==> src/rtl/flash_cmd_pkg.sv <==
package flash_cmd_pkg;
  localparam int BYTE_W = 8;

  localparam logic [BYTE_W-1:0] CMD_RD_ARRAY  = 8'hFF;
  localparam logic [BYTE_W-1:0] CMD_RD_STATUS = 8'h70;
  localparam logic [BYTE_W-1:0] CMD_CLR_ERR   = 8'h50;
  localparam logic [BYTE_W-1:0] CMD_PROGRAM   = 8'h40;
  localparam logic [BYTE_W-1:0] CMD_ERASE     = 8'h20;
  localparam logic [BYTE_W-1:0] CMD_ERASE_OK  = 8'hD0;

  // bit positions inside the status byte
  localparam int SB_READY = 7;
  localparam int SB_EERR  = 5;
  localparam int SB_PERR  = 4;

  typedef enum logic [1:0] {
    PEND_NONE  = 2'd0,
    PEND_PROG  = 2'd1,
    PEND_ERASE = 2'd2
  } pend_e;

  typedef struct packed {
    logic eerr;
    logic perr;
    logic ready;
  } flags_t;
endpackage

==> src/rtl/fcs_cmd_decode.sv <==
module fcs_cmd_decode
  import flash_cmd_pkg::*;
(
  input  logic              clk,
  input  logic              rst_n,
  input  logic              wr_fire,
  input  logic [BYTE_W-1:0] cmd,
  input  logic              busy,
  input  logic              err_any,
  output logic              start_prog,
  output logic              start_erase,
  output logic              clr_err,
  output logic              to_status,
  output logic              to_array,
  output logic              idle
);
  pend_e pend_q, pend_d;

  always_comb begin
    pend_d      = pend_q;
    start_prog  = 1'b0;
    start_erase = 1'b0;
    clr_err     = 1'b0;
    to_status   = 1'b0;
    to_array    = 1'b0;
    if (wr_fire) begin
      if (busy) begin
        if (cmd == CMD_RD_STATUS) to_status = 1'b1;
      end else begin
        unique case (pend_q)
          PEND_PROG: begin
            start_prog = 1'b1;
            pend_d     = PEND_NONE;
          end
          PEND_ERASE: begin
            if (cmd == CMD_ERASE_OK) start_erase = 1'b1;
            else                     to_array    = 1'b1;
            pend_d = PEND_NONE;
          end
          default: begin
            unique case (cmd)
              CMD_RD_ARRAY:  to_array  = 1'b1;
              CMD_RD_STATUS: to_status = 1'b1;
              CMD_CLR_ERR:   clr_err   = 1'b1;
              CMD_PROGRAM:   if (!err_any) pend_d = PEND_PROG;
              CMD_ERASE:     if (!err_any) pend_d = PEND_ERASE;
              default:       to_array  = 1'b1;
            endcase
          end
        endcase
      end
    end
  end

  always_ff @(posedge clk or negedge rst_n) begin
    if (!rst_n) pend_q <= PEND_NONE;
    else        pend_q <= pend_d;
  end

  assign idle = (pend_q == PEND_NONE);
endmodule

==> src/rtl/fcs_status_reg.sv <==
module fcs_status_reg
  import flash_cmd_pkg::*;
(
  input  logic   clk,
  input  logic   rst_n,
  input  logic   start,
  input  logic   kind_erase,
  input  logic   done,
  input  logic   fail,
  input  logic   clr_err,
  output flags_t flags
);
  logic busy_q, perr_q, eerr_q;
  logic finish;

  assign finish = busy_q && done;

  always_ff @(posedge clk or negedge rst_n) begin
    if (!rst_n) begin
      busy_q <= 1'b0;
      perr_q <= 1'b0;
      eerr_q <= 1'b0;
    end else begin
      if (start)       busy_q <= 1'b1;
      else if (finish) busy_q <= 1'b0;
      if (clr_err) begin
        perr_q <= 1'b0;
        eerr_q <= 1'b0;
      end else if (finish && fail) begin
        if (kind_erase) eerr_q <= 1'b1;
        else            perr_q <= 1'b1;
      end
    end
  end

  assign flags.ready = ~busy_q;
  assign flags.perr  = perr_q;
  assign flags.eerr  = eerr_q;
endmodule

==> src/rtl/fcs_read_path.sv <==
module fcs_read_path
  import flash_cmd_pkg::*;
(
  input  logic              clk,
  input  logic              rst_n,
  input  logic              to_status,
  input  logic              to_array,
  input  flags_t            flags,
  input  logic [BYTE_W-1:0] arr_rdata,
  output logic [BYTE_W-1:0] rd_data,
  output logic              is_status
);
  logic              mode_q;
  logic [BYTE_W-1:0] status_byte;

  always_ff @(posedge clk or negedge rst_n) begin
    if (!rst_n)         mode_q <= 1'b0;
    else if (to_status) mode_q <= 1'b1;
    else if (to_array)  mode_q <= 1'b0;
  end

  for (genvar b = 0; b < BYTE_W; b++) begin : g_sb
    if (b == SB_READY) begin : g_rdy
      assign status_byte[b] = flags.ready;
    end else if (b == SB_EERR) begin : g_ee
      assign status_byte[b] = flags.eerr;
    end else if (b == SB_PERR) begin : g_pe
      assign status_byte[b] = flags.perr;
    end else begin : g_rsv
      assign status_byte[b] = 1'b0;
    end
  end

  assign is_status = mode_q;
  assign rd_data   = mode_q ? status_byte : arr_rdata;
endmodule

==> src/rtl/flash_cmd_status.sv <==
module flash_cmd_status
  import flash_cmd_pkg::*;
#(
  parameter int ADDR_W = 16
) (
  input  logic              clk,
  input  logic              rst_n,
  input  logic              wr_valid,
  output logic              wr_ready,
  input  logic [ADDR_W-1:0] wr_addr,
  input  logic [BYTE_W-1:0] wr_data,
  input  logic [BYTE_W-1:0] arr_rdata,
  output logic [BYTE_W-1:0] rd_data,
  output logic [2:0]        ctl_view,
  output logic              op_start,
  output logic              op_erase,
  output logic [ADDR_W-1:0] op_addr,
  output logic [BYTE_W-1:0] op_wdata,
  input  logic              op_done,
  input  logic              op_fail
);
  logic   wr_fire, start_prog, start_erase, start_any;
  logic   clr_err, to_status, to_array, cmd_idle, rd_is_status;
  logic   rdy_q;
  flags_t flags;

  always_ff @(posedge clk or negedge rst_n) begin
    if (!rst_n) rdy_q <= 1'b0;
    else        rdy_q <= 1'b1;
  end
  assign wr_ready  = rdy_q;
  assign wr_fire   = wr_valid && rdy_q;
  assign start_any = start_prog || start_erase;

  fcs_cmd_decode u_dec (
    .clk        (clk),
    .rst_n      (rst_n),
    .wr_fire    (wr_fire),
    .cmd        (wr_data),
    .busy       (~flags.ready),
    .err_any    (flags.perr | flags.eerr),
    .start_prog (start_prog),
    .start_erase(start_erase),
    .clr_err    (clr_err),
    .to_status  (to_status),
    .to_array   (to_array),
    .idle       (cmd_idle)
  );

  always_ff @(posedge clk or negedge rst_n) begin
    if (!rst_n) begin
      op_start <= 1'b0;
      op_erase <= 1'b0;
      op_addr  <= '0;
      op_wdata <= '0;
    end else begin
      op_start <= start_any;
      if (start_any) begin
        op_erase <= start_erase;
        op_addr  <= wr_addr;
        op_wdata <= wr_data;
      end
    end
  end

  fcs_status_reg u_st (
    .clk       (clk),
    .rst_n     (rst_n),
    .start     (start_any),
    .kind_erase(op_erase),
    .done      (op_done),
    .fail      (op_fail),
    .clr_err   (clr_err),
    .flags     (flags)
  );

  fcs_read_path u_rd (
    .clk      (clk),
    .rst_n    (rst_n),
    .to_status(to_status | start_any),
    .to_array (to_array),
    .flags    (flags),
    .arr_rdata(arr_rdata),
    .rd_data  (rd_data),
    .is_status(rd_is_status)
  );

  assign ctl_view = {flags.eerr, flags.perr, flags.ready};
endmodule

==> config.mk <==
export PLATFORM = sky130hd
export DESIGN_NAME = flash_cmd_status
export DESIGN_NICKNAME = d
export VERILOG_FILES = /design/src/rtl/flash_cmd_pkg.sv /design/src/rtl/fcs_cmd_decode.sv /design/src/rtl/fcs_status_reg.sv /design/src/rtl/fcs_read_path.sv /design/src/rtl/flash_cmd_status.sv
export SDC_FILE = /design/constraint.sdc
export NUM_CORES = 1
export LEC_CHECK = 0
export BUFFER_PORTS_ARGS = -buffer_cell sky130_fd_sc_hd__buf_4
export CORE_AREA = 2 2 61 63
export CTS_CLUSTER_SIZE = 30
export DETAILED_ROUTE_END_ITERATION = 10
export DIE_AREA = 0 0 63 65
export GPL_TIMING_DRIVEN = 0
export PLACE_DENSITY = 0.88
export SLEW_MARGIN = 20
export SYNTH_ARGS = -nofsm -noshare
export SYNTH_HDL_FRONTEND = slang
export SYNTH_SLANG_ARGS = --single-unit
==> constraint.sdc <==
create_clock -name clk -period 3.2 [get_ports clk]
set_input_delay 0.16 -clock clk [delete_from_list [all_inputs] [get_ports clk]]
set_output_delay 0.16 -clock clk [all_outputs]
set_load 0.05 [all_outputs]
### Yosys cells after proc, flatten, opt, wreduce, memory -nomap -nowiden

Index checks and enable logic that the tools add are counted.

| word-level totals | value |
|---|---|
| logic and storage cells | 72 |
| input bits | 37 |
| output and inout port bits | 38 |
| bits in registers | 33 |

| operators by class | value |
|---|---|
| bitwise operators | 3 |
| equal/unequal tests | 10 |
| multiplexer cells | 35 |
| reduce and logical (&&, ||, !) cells | 14 |

Operator list:

| operator | number |
|---|---|
| 1-bit two-way mux | 29 |
| 8-bit by 7-bit == test with 1-bit output, second input constant | 3 |
| 8-bit by 6-bit == test with 1-bit output, second input constant | 1 |
| 8-bit == test, second input constant | 1 |
| 8-bit two-way mux | 1 |
| 2-bit nonzero test | 4 |
| 2-bit two-way mux | 3 |
| 3-bit inequality test, second input constant | 2 |
| 5-bit AND reduction | 1 |
| 2-bit one-hot mux with 2 select lines | 1 |
| 2-bit AND reduction | 2 |
| 4-bit OR reduction | 1 |
| 1-bit logical AND | 3 |
| 3-bit nonzero test | 1 |
| 2-bit by 1-bit == test with 1-bit output, second input constant | 1 |
| 2-bit == test, second input constant | 1 |
| 2-bit by 1-bit inequality test with 1-bit output, second input constant | 1 |
| 1-bit bitwise OR | 2 |
| 1-bit one-hot mux with 2 select lines | 1 |
| 2-bit OR reduction | 1 |
| 1-bit logical OR | 1 |
| 1-bit inverter | 1 |

### Depth between registers and ports, before layout

| logic depth | value |
|---|---|
| depth in word-level cells | 8 |
| gate-level depth with buffers | 8 |
| depth with buffers taken out | 7 |

### Modules after synthesis

A second synthesis with hierarchy kept.

| second synthesis, totals | value |
|---|---|
| cells, all modules | 126 |
| area, all modules | 1620.3 sq um |

Modules (own cells, without submodules):

| module | area each (sq um) | cells each | times used |
|---|---|---|---|
| flash_cmd_status | 1024.7 | 62 | 1 |
| fcs_cmd_decode | 326.6 | 40 | 1 |
| fcs_read_path | 137.6 | 12 | 1 |
| fcs_status_reg | 131.4 | 12 | 1 |

### Worst setup path before layout

OpenSTA, ideal clock, no wires.

| timing | value |
|---|---|
| path type | reg2reg |
| from | register rdy_q (netlist: wr_ready) |
| to | register op_addr[0] |
| cell stages (with the launch flop) | 8 |
| path slack | 1.350 ns |
| clock period less this slack | 1.850 ns |
| setup time | 0.125 ns |
| data arrival time | 1.725 ns |
| cell sequence | dfrtp_1 > and2_1 > and2_1 > buf_2 > o21ai_4 > inv_8 > buf_12 > mux2_4 |

| between the ends | value |
|---|---|
| longest elaborated chain between the ends | 3 |
| elaborated cells between the ends (all ways) | 4 |
| those cells by class | 2 x mux; 2 x reduce/logical |

Ends and longest elaborated chain:

| item | line | RTL |
|---|---|---|
| from (decl) | flash_cmd_status.sv:24 | `logic rdy_q;` |
| from (signal assigned) | flash_cmd_status.sv:28 | `if (!rst_n) rdy_q <= 1'b0;` |
| from (signal assigned) | flash_cmd_status.sv:29 | `else rdy_q <= 1'b1;` |
| 1-bit logical AND (*) | flash_cmd_status.sv:32 | `assign wr_fire = wr_valid && rdy_q;` |
| 1-bit two-way mux | fcs_cmd_decode.sv:26 | `if (wr_fire) begin` |
| 1-bit logical OR (*) | flash_cmd_status.sv:33 | `assign start_any = start_prog \|\| start_erase;` |
| via start_any | flash_cmd_status.sv:22 | `logic wr_fire, start_prog, start_erase, start_any;` |
| to (signal assigned) | flash_cmd_status.sv:60 | `op_addr <= wr_addr;` |
| to (decl) | flash_cmd_status.sv:17 | `output logic [ADDR_W-1:0] op_addr,` |

Mark *: on every way through the listed nets, which the timed path passes. The rest lies on a longest branch.
A chain may end at the register's enable or synchronous reset.

### Final worst setup path

| timing | value |
|---|---|
| from | register u_dec.pend_q[0] |
| to | register op_addr[0] |

| between the ends | value |
|---|---|
| longest elaborated chain between the ends | 5 |
| elaborated cells between the ends (all ways) | 9 |
| those cells by class | 2 x eq/ne; 6 x mux; 1 x reduce/logical |

Ends and longest elaborated chain:

| item | line | RTL |
|---|---|---|
| from (decl) | fcs_cmd_decode.sv:17 | `pend_e pend_q, pend_d;` |
| from (signal assigned) | fcs_cmd_decode.sv:57 | `else pend_q <= pend_d;` |
| 2-bit by 1-bit == test with 1-bit output / 2-bit == test (equally long branches) | fcs_cmd_decode.sv:30 | `unique case (pend_q)` |
| 1-bit two-way mux | fcs_cmd_decode.sv:30 |  |
| 1-bit two-way mux | fcs_cmd_decode.sv:27 | `if (busy) begin` |
| 1-bit two-way mux | fcs_cmd_decode.sv:26 |  |
| 1-bit logical OR (*) | flash_cmd_status.sv:33 |  |
| via start_any | flash_cmd_status.sv:22 |  |

Marks and branches as above.

==> results.txt <==
status: finished clean
worst min path class: in -> reg
most frequent cell after synthesis: dfrtp_1
post-synth top area cell: dfrtp_1
CP arrival: 2080 ps
Sink Count: 33
min-delay src: wr_addr[2]
sequential-to-total area share from yosys stat: 51.7%
DP Cell Count: 243
Critical Path End Type: flip-flop
global-route wire length before repair: 6020 um
Routed WL: 3490 um
synthesized area: 1600 sq um
WP data required: 3420 ps
multi-input logic area: 694 sq um
register area: 826 sq um
fin crit period: 1850 ps
Power Total: 2.40 mW
Wirelength per Cell: 13.9 um
Residual DRC: 0
DRT Pass-1 Iters: 2
critical path cell sequence: inv_1 > ha_1 > nand3b_2 > nor2_4 > o21ai_4 > inv_8 > buf_12 > mux2_4
Critical Path Source: u_dec.pend_q[0]$_DFFE_PN0P_
Yosys Warn Count: 0
Initial Util: 45.7%
Place WS: 1340 ps
syn_area_per_cell: 13.2 sq um
worst-skew pair later-pin latency: 330 ps
ant diodes: 0
post-route ant nets: 0
Fin Setup TNS: 0 ps
Async S/R FF share, synth: 100%
die height: 65 um
Pwr Density: 1050 nW/um^2
Post-Syn Nets: 160
max_cap viols: 0
Synth-to-Final Area Change: 43.2%
CTS root buf: clkbuf_4
period utilization: 57.9%
startpoint types: flip-flop
vias per inst: 4.91
CP Max Fanout: 10
Clock Pin Slew Worst Setup and Hold Paths: 100 ps
core box area: 3500 sq um
total grt overflow: 0
DP HPWL: 2590 um
Setup violations, final: 0
routability cong.: 0.816
post_cts resized: 0
Total GRT Usage: 19.4%
RSZ-0062 raised after global routing: no
Yosys top cell area share: 51.7%
via count: 1,238
largest net degree at the start of global routing: 34
initial antenna violation count: 0
Leakage: 1.10 nW
vias in the first global route: 1,366
Starting DRT DRC Count: 43
cell family with most CP delay: flip-flops
reg-to-reg critical path startpoint: u_dec.pend_q[0]$_DFFE_PN0P_
number of synthesized flops with an enable pin: 0
total number of H-tree levels: 2
deepest clock path buffer count: 2
Max Slew Vio Count: 0
top post-synthesis cells by area: dfrtp_1 52%, mux2_2 12%, mux2_4 8.5%, nor2b_1 2.3%, ha_1 1.6%
Buf/Inv on CP: 3
# hold bufs at CTS: 2
main flop type after synthesis: dfrtp_1
Hold Vio Cnt, Final: 0
FF+latch count, synth: 33
Final WS setup: 1350 ps
Final nets: 243
Non-Filler Instances: 252
Critical Path Max Stage Delay: 380 ps
layout cell share with drive strength beyond 1: 57.8%
total CTS buffers: 5
fill count: 275
Post-Route Skew: 5.63 ps
synth cell count leaders: 33 x dfrtp_1, 17 x mux2_2, 9 x mux2_4
I/O pin count: 75
CP Class: reg -> reg
cell count after synthesis: 121
die width: 63 um
CTS tree: yes
synth unique cells: 42
critical path's slowest cell: dfrtp_1
die area: 4100 sq um
Setup Fix Bufs, Post-CTS: 0
PortBufs: 74
Peak VDD IR: 0.000626 V
site row count: 22
Max Freq: 540 MHz
## path summary, 6_finish.rpt
kind / endpoint / slack [ps] / depth (start not counted)
worst min-delay path: op_addr[2]$_DFFE_PN0P_ / 40 / 2
max in group asynchronous: op_start$_DFF_PN0_ / 2600 / 2
worst max register to register: op_addr[0]$_DFFE_PN0P_ / 1350 / 8
worst min register to register: op_wdata[2]$_DFFE_PN0P_ / 510 / 1
min in group asynchronous: u_st.busy_q$_DFFE_PN0P_ / 300 / 2
worst max-delay path: op_addr[0]$_DFFE_PN0P_ / 1350 / 8
## metrics by stage
stage / hold slack, ps / cell area, sq um / utilization (%)
3_3_place_gp: 123 / 2210 / 63.3
3_5_place_dp: 126 / 2210 / 63.3
4_1_cts: 25.1 / 2290 / 65.5
2_1_floorplan: -136 / 1600 / -
6_report: 44.9 / 2290 / 65.5
5_1_grt: 17.4 / 2290 / 65.5
## routing by layer
metal  part of all wire (%)  GRT usage, %  wire [um]  vias up
met3                     11          9.72        400        6
li1                       -             -          -      591
met4                    1.6          8.33         57        0
met5                      0             0          0        -
met2                     47          32.8       1660       65
met1                     39          20.5       1380      576
## worst reg2reg max path: cells and delay by family (launching register included)
family	cells	cell delay [ps]
AND/OR/NAND/NOR	2	170
buffers and inverters	3	320
adder cells (fa/ha/maj)	1	210
flip-flops	1	380
AO/OA/AOI/OAI	1	370
multiplexers	1	290
## report_power, final
| group | switching (mW) | internal [mW] | total [mW] |
|---|---|---|---|
| Clock | 0.131 | 0.104 | 0.235 |
| Sequential | 0.111 | 0.598 | 0.710 |
| Combinational | 0.928 | 0.528 | 1.46 |
| Total | 1.17 | 1.23 | 2.40 |
## layout by cell type (no fill, tap or decap), drive strengths merged
| cell | Yosys | layout |
|---|---|---|
| dfrtp | 33 | 33 |
| o32a | 1 | 1 |
| nor3b | 1 | 1 |
| dlygate4sd3 | 0 | 2 |
| nor4 | 1 | 1 |
| nor2 | 5 | 5 |
| or2b | 1 | 1 |
| o21ai | 5 | 5 |
| nand4b | 1 | 1 |
| clkbuf | 1 | 8 |
| o2bb2ai | 1 | 1 |
| nand2b | 1 | 1 |
| conb | 1 | 1 |
| a41oi | 1 | 1 |
| a31oi | 2 | 2 |
| and3 | 2 | 2 |
| nor2b | 6 | 6 |
| a22oi | 1 | 1 |
| xor2 | 1 | 1 |
| o22ai | 2 | 2 |
| ha | 2 | 2 |
| mux2 | 26 | 26 |
| xnor2 | 1 | 1 |
| nand3 | 2 | 2 |
| o311ai | 1 | 1 |
| o31ai | 1 | 1 |
| nand3b | 2 | 2 |
| a22o | 2 | 2 |
| buf | 4 | 78 |
| nand2 | 3 | 3 |
| nor3 | 1 | 1 |
| inv | 7 | 7 |
| and2 | 2 | 2 |
## layout make-up
cell class / instances / share of cell area, %
Buffer: 5 / 1.91
Clock buffer: 7 / 2.41
Timing Repair Buffer: 76 / 25.2
Multi-Input combinational cell: 76 / 30.3
Sequential cell: 33 / 36.1
Tap cell: 48 / 2.62
Inverter: 7 / 1.48
## kinds of logic (layout without fill, tap and decap cells)
kind of cell	after synthesis	in the layout	synth area share, %
XOR/XNOR	2	2	1.10
flip-flops	33	33	51.7
AND/OR/NAND/NOR	28	28	12.0
multiplexers	26	26	20.4
AO/OA/AOI/OAI	17	17	8.15
buffers and inverters	12	95	4.85
adder cells (fa/ha/maj)	2	2	1.57
other	1	1	0.235
## registers in the layout, summed over array words and instances (netlist names)
name,cells
op_addr,16
op_wdata,8
u_dec.pend_q,2
op_erase,1
op_start,1
u_rd.is_status,1
u_st.busy_q,1
u_st.eerr_q,1
u_st.perr_q,1
wr_ready,1
Power figures use the tool's default switching activity.
